$ cat config.mk
export PLATFORM = sky130hd
export DESIGN_NAME = stby_pwr_seq
export DESIGN_NICKNAME = d
export VERILOG_FILES = /design/src/rtl/stby_pkg.sv /design/src/rtl/stby_gate_plan.sv /design/src/rtl/stby_release_gate.sv /design/src/rtl/stby_wake_ctr.sv /design/src/rtl/stby_pwr_seq.sv
export SDC_FILE = /design/constraint.sdc
export NUM_CORES = 1
export LEC_CHECK = 0
export ABC_AREA = 1
export BUFFER_PORTS_ARGS = -buffer_cell sky130_fd_sc_hd__clkbuf_2
export CAP_MARGIN = 30
export CORE_UTILIZATION = 49
export DETAILED_ROUTE_END_ITERATION = 8
export GPL_ROUTABILITY_DRIVEN = 0
export GPL_TIMING_DRIVEN = 1
export PLACE_DENSITY = 0.86
export SLEW_MARGIN = 40
export SYNTH_ARGS = -nofsm -noshare
export SYNTH_HDL_FRONTEND = slang
export SYNTH_HIERARCHICAL = 1
export SYNTH_SLANG_ARGS = --single-unit
$ cat constraint.sdc
create_clock -name clk -period 2.2 [get_ports clk]
set_clock_uncertainty 0.2 [all_clocks]
set_input_delay 0.22 -clock clk [delete_from_list [all_inputs] [get_ports clk]]
set_output_delay 0.22 -clock clk [all_outputs]
set_load 0.03 [all_outputs]
$ cat src/rtl/stby_pkg.sv
package stby_pkg;

    typedef enum logic [2:0] {
        ST_ACTIVE  = 3'd0,
        ST_ENTER   = 3'd1,
        ST_STBY    = 3'd2,
        ST_WAKE    = 3'd3,
        ST_RELEASE = 3'd4
    } seq_state_t;

    // What is switched off for the current standby episode
    typedef struct packed {
        logic off_sw;
        logic off_ram;
        logic off_pll;
        logic main_lp;
    } gate_plan_t;

endpackage

$ cat src/rtl/stby_gate_plan.sv
module stby_gate_plan
    import stby_pkg::*;
#(
    parameter int NUM_PERIPH  = 4,
    parameter int NUM_PLL_REQ = 2
) (
    input  logic [NUM_PERIPH-1:0]  run_stby,
    input  logic                   pll_keep_on,
    input  logic [NUM_PLL_REQ-1:0] pll_clk_req,
    input  logic                   gclk_busy,
    output gate_plan_t             plan
);

    always_comb begin
        plan.off_sw  = ~(|run_stby);
        plan.off_ram = 1'b1;
        plan.off_pll = ~pll_keep_on & ~(|pll_clk_req);
        plan.main_lp = ~gclk_busy;
    end

endmodule

$ cat src/rtl/stby_release_gate.sv
module stby_release_gate
    import stby_pkg::*;
(
    input  gate_plan_t plan,
    input  logic       cpu_on_pll,
    input  logic       ram_dom_ready,
    input  logic       sw_dom_ready,
    input  logic       pll_dom_ready,
    input  logic       main_reg_ready,
    input  logic       pll_reg_ready,
    output logic       all_ok
);

    logic ram_ok, sw_ok, main_ok, pll_ok;

    always_comb begin
        ram_ok  = ~plan.off_ram | ram_dom_ready;
        sw_ok   = ~plan.off_sw  | sw_dom_ready;
        main_ok = ~plan.main_lp | main_reg_ready;
        pll_ok  = ~(plan.off_pll & cpu_on_pll) | (pll_dom_ready & pll_reg_ready);
        all_ok  = ram_ok & sw_ok & main_ok & pll_ok;
    end

endmodule

$ cat src/rtl/stby_wake_ctr.sv
module stby_wake_ctr #(
    parameter int LAT_W = 8
) (
    input  logic             clk,
    input  logic             rst_n,
    input  logic             clear,
    input  logic             run,
    output logic [LAT_W-1:0] count
);

    localparam logic [LAT_W-1:0] CNT_MAX = '1;

    always_ff @(posedge clk or negedge rst_n) begin
        if (!rst_n) begin
            count <= '0;
        end else if (clear) begin
            count <= '0;
        end else if (run && count != CNT_MAX) begin
            count <= count + 1'b1;
        end
    end

endmodule

$ cat src/rtl/stby_pwr_seq.sv
module stby_pwr_seq
    import stby_pkg::*;
#(
    parameter int NUM_PERIPH  = 4,
    parameter int NUM_PLL_REQ = 2,
    parameter int NUM_WAKE    = 4,
    parameter int LAT_W       = 8
) (
    input  logic                   clk,
    input  logic                   rst_n,
    input  logic                   sleep_req,
    input  logic [NUM_PERIPH-1:0]  run_stby,
    input  logic                   pll_keep_on,
    input  logic [NUM_PLL_REQ-1:0] pll_clk_req,
    input  logic                   gclk_busy,
    input  logic [NUM_WAKE-1:0]    wake_irq,
    input  logic                   cpu_on_pll,
    input  logic                   ram_dom_ready,
    input  logic                   sw_dom_ready,
    input  logic                   pll_dom_ready,
    input  logic                   main_reg_ready,
    input  logic                   pll_reg_ready,
    output logic                   sw_dom_en,
    output logic                   ram_dom_en,
    output logic                   pll_dom_en,
    output logic                   pll_reg_en,
    output logic                   main_reg_lp,
    output logic                   cpu_release,
    output logic [LAT_W-1:0]       wake_cycles
);

    seq_state_t state, nxt;
    gate_plan_t plan_d, plan_q;
    logic       wake_any, ready_all;

    assign wake_any = |wake_irq;

    stby_gate_plan #(
        .NUM_PERIPH (NUM_PERIPH),
        .NUM_PLL_REQ(NUM_PLL_REQ)
    ) u_plan (
        .run_stby   (run_stby),
        .pll_keep_on(pll_keep_on),
        .pll_clk_req(pll_clk_req),
        .gclk_busy  (gclk_busy),
        .plan       (plan_d)
    );

    stby_release_gate u_gate (
        .plan          (plan_q),
        .cpu_on_pll    (cpu_on_pll),
        .ram_dom_ready (ram_dom_ready),
        .sw_dom_ready  (sw_dom_ready),
        .pll_dom_ready (pll_dom_ready),
        .main_reg_ready(main_reg_ready),
        .pll_reg_ready (pll_reg_ready),
        .all_ok        (ready_all)
    );

    stby_wake_ctr #(.LAT_W(LAT_W)) u_ctr (
        .clk  (clk),
        .rst_n(rst_n),
        .clear(nxt == ST_WAKE && state != ST_WAKE),
        .run  (state == ST_WAKE),
        .count(wake_cycles)
    );

    // State register and captured gating plan
    always_ff @(posedge clk or negedge rst_n) begin
        if (!rst_n) begin
            state  <= ST_ACTIVE;
            plan_q <= '0;
        end else begin
            state <= nxt;
            if (state == ST_ENTER && nxt == ST_STBY) begin
                plan_q <= plan_d;
            end else if (state == ST_RELEASE) begin
                plan_q <= '0;
            end
        end
    end

    // Transitions
    always_comb begin
        nxt = state;
        unique case (state)
            ST_ACTIVE:  if (sleep_req) nxt = ST_ENTER;
            ST_ENTER:   nxt = wake_any ? ST_WAKE : ST_STBY;
            ST_STBY:    if (wake_any) nxt = ST_WAKE;
            ST_WAKE:    if (ready_all) nxt = ST_RELEASE;
            ST_RELEASE: nxt = ST_ACTIVE;
            default:    nxt = ST_ACTIVE;
        endcase
    end

    // Outputs
    always_comb begin
        sw_dom_en   = 1'b1;
        ram_dom_en  = 1'b1;
        pll_dom_en  = 1'b1;
        pll_reg_en  = 1'b1;
        main_reg_lp = 1'b0;
        cpu_release = 1'b0;
        unique case (state)
            ST_ACTIVE: cpu_release = 1'b1;
            ST_ENTER:  cpu_release = 1'b0;
            ST_STBY: begin
                sw_dom_en   = ~plan_q.off_sw;
                ram_dom_en  = ~plan_q.off_ram;
                pll_dom_en  = ~plan_q.off_pll;
                pll_reg_en  = ~plan_q.off_pll;
                main_reg_lp = plan_q.main_lp;
            end
            ST_WAKE, ST_RELEASE: begin
                pll_dom_en  = ~plan_q.off_pll | cpu_on_pll;
                pll_reg_en  = ~plan_q.off_pll | cpu_on_pll;
                cpu_release = (state == ST_RELEASE);
            end
            default: cpu_release = 1'b0;
        endcase
    end

    AST_RAM_GATED_ONLY_STBY: assert property (@(posedge clk) disable iff (!rst_n)
        !ram_dom_en |-> state == ST_STBY);

    AST_PLL_KEPT_HAS_REG: assert property (@(posedge clk) disable iff (!rst_n)
        (state == ST_STBY && pll_dom_en) |-> pll_reg_en);

    AST_WAKE_FULL_POWER: assert property (@(posedge clk) disable iff (!rst_n)
        (state == ST_WAKE) |-> (!main_reg_lp && ram_dom_en && !cpu_release));

    AST_RELEASE_AFTER_RAM: assert property (@(posedge clk) disable iff (!rst_n)
        (state == ST_RELEASE && plan_q.off_ram) |-> $past(ram_dom_ready));

    AST_ACTIVE_IGNORES_WAKE: assert property (@(posedge clk) disable iff (!rst_n)
        (state == ST_ACTIVE && !sleep_req) |=> (state == ST_ACTIVE));

    AST_ENTRY_ABORT: assert property (@(posedge clk) disable iff (!rst_n)
        (state == ST_ENTER && wake_any) |=> (state == ST_WAKE));

    AST_COUNT_HELD: assert property (@(posedge clk) disable iff (!rst_n)
        (state == ST_RELEASE) |=> $stable(wake_cycles));

endmodule

**Yosys cells after proc, flatten, opt, wreduce, memory -nomap -nowiden**

Index checks and enable logic that the tools add are counted.

- Register bits after elaboration: 15
- Latch bits: 0
- RAM bits: 0
- Memory bits (read-only): 0
- Input port bits: 21
- Output and inout port bits: 14
- Logic and storage cells: 59
- Memories: 0

- Add/sub/neg operators: 1
- Multipliers: 0
- Div/mod/pow operators: 0
- Magnitude comparators: 0
- Equality and inequality tests: 8
- Shift-type cells: 0
- Mux-type cells: 14
- Bitwise logic cells: 20
- Reductions and logical operators: 10

Operator list:

| operator | number |
|---|---|
| $mux W8 | 2 |
| $eq A3 B2 Y1 const B | 4 |
| $pmux W3 S4 | 1 |
| $mux W3 | 3 |
| $not A1 Y1 | 9 |
| $add A8 B1 Y8 const B | 1 |
| $mux W4 | 2 |
| $ne A8 B8 Y1 const B | 1 |
| $reduce_or A4 Y1 | 2 |
| $and A1 B1 Y1 | 6 |
| $or A1 B1 Y1 | 5 |
| $mux W1 | 4 |
| $pmux W1 S2 | 2 |
| $reduce_bool A2 Y1 | 2 |
| $reduce_or A2 Y1 | 2 |
| $eq A3 B1 Y1 const B | 1 |
| $eq A3 B3 Y1 const B | 1 |
| $logic_and A1 B1 Y1 | 3 |
| $logic_not A3 Y1 | 1 |
| $ne A3 B2 Y1 const B | 1 |

**Logic depth before layout (Yosys ltp)**

- Depth in word-level cells: 10
- Mapped depth: 12
- Mapped depth without buffers: 12

**By module**

Netlist, hierarchy kept.

By module, submodules not included:

| module | times used | cells each | area each (µm²) | sequential area each (µm²) |
|---|---|---|---|---|
| stby_wake_ctr | 1 | 74 | 511.7 | 200.2 |
| stby_pwr_seq | 1 | 55 | 409.1 | 175.2 |
| stby_gate_plan | 1 | 11 | 51.3 | 0.0 |
| stby_release_gate | 1 | 10 | 42.5 | 0.0 |

**Worst setup path before layout**

No wires, ideal clock.

- Path type: register to output
- Start: register state[1]
- End: output port pll_reg_en
- Data arrival time: 1750 ps
- Required time: 1780 ps
- Path slack: 30 ps
- Cell stages (with the launch flop): 6
- Cell sequence: dfrtp_1 > nor2_2 > nand2_1 > a21oi_1 > o21ai_0 > buf_4

- Word-level cells in the longest chain between the ends: 3

RTL lines:

| what | RTL line | source |
|---|---|---|
| start, declared | stby_pwr_seq.sv:32 | `seq_state_t state, nxt;` |
| start signal, assigned | stby_pwr_seq.sv:74 | `state <= nxt;` |
| $eq A3 B3 Y1 or $eq A3 B2 Y1 (tied branches) | -- |  |
| $reduce_or A2 Y1 | -- |  |
| $pmux W1 S2 * | -- |  |
| end, declared | stby_pwr_seq.sv:26 | `output logic pll_reg_en,` |

Mark *: on every way between the ends. The rest lies on a longest branch, timed or not.

**Worst setup path in the final report**

- Start: register state[2]
- End: output port pll_reg_en

- Word-level cells in the longest chain between the ends: 3

RTL lines:

| what | RTL line | source |
|---|---|---|
| $eq A3 B3 Y1 or $eq A3 B2 Y1 (tied branches) | stby_pwr_seq.sv:104 | `unique case (state)` |
| $reduce_or A2 Y1 | stby_pwr_seq.sv:104 |  |
| $pmux W1 S2 * | stby_pwr_seq.sv:104 |  |

Marked as above.

==> summary.txt <==
Outcome
  – Status: finished, final reports clean

Worst setup path
  – Worst path cell trace: inv_1, nand3_1, inv_1, o21ai_0, clkbuf_2
  – Cell with the largest stage delay on the worst path: sky130_fd_sc_hd__dfrtp_1
  – R2R Path Start: state[1]
  – Largest stage delay, worst path: 0.47 ns
  – Cell family with most CP delay: flip-flops
  – Data required time at the worst endpoint: 1.78 ns
  – Launch point of the critical path: state[2]
  – CP arrival: 1.52 ns
  – Category of the worst setup path capture point: output port
  – Most common cell on crit path: sky130_fd_sc_hd__inv_1
  – Category of the worst setup path launch point: register
  – Type of the worst setup path: register to output port
  – Buffering stage count on the worst path with inverters included: 3
  – Maximum fanout encountered on the critical timing path: 6

Die
  – Die area: 2260 µm²
  – Boundary pin count: 35
  – Overall die height: 47.5 µm
  – Standard-cell row count: 16
  – Placeable core region: 1960 µm²
  – Initial standard-cell utilization of the core: 51.7%
  – Die Span X: 47.5 µm

Placement
  – Worst slack, placed: 0.473 ns
  – Count of port buffers added during placement: 34
  – Detailed Place HPWL: 1.74 mm

Pwr
  – Worst ir drop on vdd: 0.000702 V
  – Pwr per Cell Area: 1160 nW/µm²
  – Lkg Pwr: 0.717 nW

Clock tree
  – Total CTS buffers: 3
  – Clock latency on the worst-skew pair: 0.27 ns
  – H-tree level count: 1
  – Root buf cell: sky130_fd_sc_hd__clkbuf_4
  – Clk pin slew, worst setup/hold paths: 0.08 ns
  – Worst-case clock buffer depth: 2
  – Clock tree from TritonCTS: done
  – Number of setup buffers added after CTS: 0
  – Count of clock tree sinks: 15

Timing
  – Maximum frequency from static timing analysis: 514 MHz
  – Final Max Slew Viols: 0
  – Final period util: 88.4%
  – Number of hold violations in the final report: 0
  – Number of setup violations in the final report: 0
  – Min Tclk post-route: 1.94 ns
  – Final-layout setup total negative slack: 0 ns
  – RSZ-0062 raised after global routing: false
  – Fin worst setup slack: 0.256 ns

Detailed routing
  – Sum of routed wire length over all layers: 2.20 mm
  – Met2 layer wire length in the routed design: 1.18 mm
  – Total iterations of the first detailed-routing run: 4
  – First-iteration detailed-routing DRC count: 25
  – Max Used Layer: met3
  – Via count normalized by instance count: 4.79
  – Total met3 wirelength after detailed routing: 139 µm
  – Met1 Wirelength: 880 µm
  – Via Count: 1039
  – Antenna Violating Nets Remaining: 0
  – DRC errors left: 0
  – Routed WL per cell: 10.1 µm

Layout
  – Core utilization of the finished layout: 64.7%
  – Total area of sequential cells: 375 µm²
  – Layout Area Growth over Synthesis: 25.2%
  – Antenna Cells: 0
  – Count of filler cells inserted in the layout: 194
  – Layout cell share with drive strength beyond 1: 29.5%
  – Most common cell after layout, fill and taps aside: sky130_fd_sc_hd__nand2_1
  – Multi-input combinational cell area: 514 µm²
  – NumNets Final: 213
  – Most used cells in the layout excluding fill and tap cells: sky130_fd_sc_hd__nand2_1 (45), sky130_fd_sc_hd__clkbuf_2 (34), sky130_fd_sc_hd__inv_1 (26)

Synth
  – Share of the yosys chip area belonging to registers: 37.0%
  – Number of synthesis warnings: 6
  – Number of flip-flops and latches in the synthesized netlist: 15
  – Post-synthesis cell count: 150
  – Net count after synthesis: 172
  – Distinct cell type count of the synthesized netlist: 22
  – Largest area contributor in the netlist: sky130_fd_sc_hd__dfrtp_1
  – Area of the mapped netlist: 1010 µm²
  – Cells taking the most area after synthesis: sky130_fd_sc_hd__dfrtp_1 (37%), sky130_fd_sc_hd__nand2_1 (17%), sky130_fd_sc_hd__inv_1 (9.6%)
  – Yosys top cell area share: 37.0%
  – Syn avg cell area: 6.76 µm²

GRT
  – GRT Overall Usage: 21.1%
  – Leftover overflow at the end of global routing: 0
  – Initial antenna violation count: 0
  – Pin count of the biggest net entering global routing: 16
  – Number of global-route vias before repair: 879
  – First-pass GRT wire length: 3.28 mm

Flow run
  – Number of max-capacitance violations reported: 0

Hold path
  – Hold WC Path Type: primary input to register
  – Start point of the worst min-delay path: run_stby[3]
-- what timing repair did --
action / CTS / global route
gates resized for setup: 0 / 0
hold endpoints to repair: 17 / 0
endpoints found under the setup margin: 0 / 0
hold buffers: 4 / 0
-- layer usage --
| layer | track usage (%) | vias to the layer above |
|---|---|---|
| li1 | - | 538 |
| met1 | 21.8 | 457 |
| met4 | 8.57 | 0 |
| met2 | 40.0 | 44 |
| met3 | 5.28 | 0 |
| met5 | 0 | - |
-- metrics by stage --
step / std cells / instance area, µm² / hold WS [ns] / power (mW)
3_5_place_dp: 209 / 1200 / -0.0417 / 1.32
5_1_grt: 217 / 1270 / 0.0945 / 1.60
4_1_cts: 217 / 1270 / 0.0593 / 1.48
3_3_place_gp: 209 / 1200 / -0.0466 / 1.29
6_report: 217 / 1270 / 0.0627 / 1.47
2_1_floorplan: 150 / 1010 / -0.276 / 1.11
-- cell usage after synthesis --
master / count
sky130_fd_sc_hd__nand2_1: 45
sky130_fd_sc_hd__inv_1: 26
sky130_fd_sc_hd__nand3_1: 16
sky130_fd_sc_hd__dfrtp_1: 15
sky130_fd_sc_hd__nor2_1: 12
sky130_fd_sc_hd__a21oi_1: 7
sky130_fd_sc_hd__nand2_2: 6
sky130_fd_sc_hd__nor2_2: 4
sky130_fd_sc_hd__buf_4: 2
sky130_fd_sc_hd__nand3_2: 2
sky130_fd_sc_hd__nor3_1: 2
sky130_fd_sc_hd__nor3_2: 2
sky130_fd_sc_hd__o21bai_1: 2
sky130_fd_sc_hd__a21oi_2: 1
sky130_fd_sc_hd__clkinv_4: 1
sky130_fd_sc_hd__conb_1: 1
sky130_fd_sc_hd__ha_1: 1
sky130_fd_sc_hd__inv_2: 1
sky130_fd_sc_hd__nand2_4: 1
sky130_fd_sc_hd__nor2_4: 1
sky130_fd_sc_hd__o21ai_0: 1
sky130_fd_sc_hd__o21ai_1: 1
-- layout make-up --
type,instances,area share [%]
clock buffers,4,2.07
inverters,28,8.67
multi-input cells,105,40.5
flip-flops and latches,15,29.6
well taps,27,2.66
repair buffers,38,16.6
-- cells by family (layout without fill, tap and decap cells) --
kind of cell / count (synthesis) / count (layout) / share of synthesized area (%)
AOI/OAI and AO/OA: 12 / 12 / 6.78
adders and majority gates: 1 / 1 / 1.23
buffers and inverters: 30 / 70 / 12.3
DFF: 15 / 15 / 37.0
other: 1 / 1 / 0.370
and+or+nand+nor: 91 / 91 / 42.3
-- final timing paths --
path                            depth (start not counted)             end  slack [ns]
worst min register to register                          2       plan_q[3]        0.34
worst max-delay path                                    5      pll_reg_en        0.26
min in group asynchronous                               2  u_ctr/count[2]        0.22
worst max register to register                          9  u_ctr/count[4]        0.46
worst min-delay path                                    6       plan_q[3]        0.06
max in group asynchronous                               2       plan_q[0]        1.29
-- worst reg2reg max path, delay by kind of cell (launching register included) --
| kind | cells | cell delay (ns) |
|---|---|---|
| simple gates | 6 | 0.59 |
| buf+inv | 3 | 0.43 |
| flops | 1 | 0.42 |
-- power breakdown --
| group | leakage [nW] | internal [mW] | switching [mW] |
|---|---|---|---|
| logic | 0.504 | 0.265 | 0.588 |
| clock network | 0.0150 | 0.0701 | 0.0792 |
| registers | 0.198 | 0.366 | 0.102 |
| total | 0.717 | 0.701 | 0.768 |
-- registers in the layout, summed over array words and instances (netlist names) --
register,flops
u_ctr/count,8
plan_q,4
state,3
Note: power is estimated with default switching activity, not from simulation.
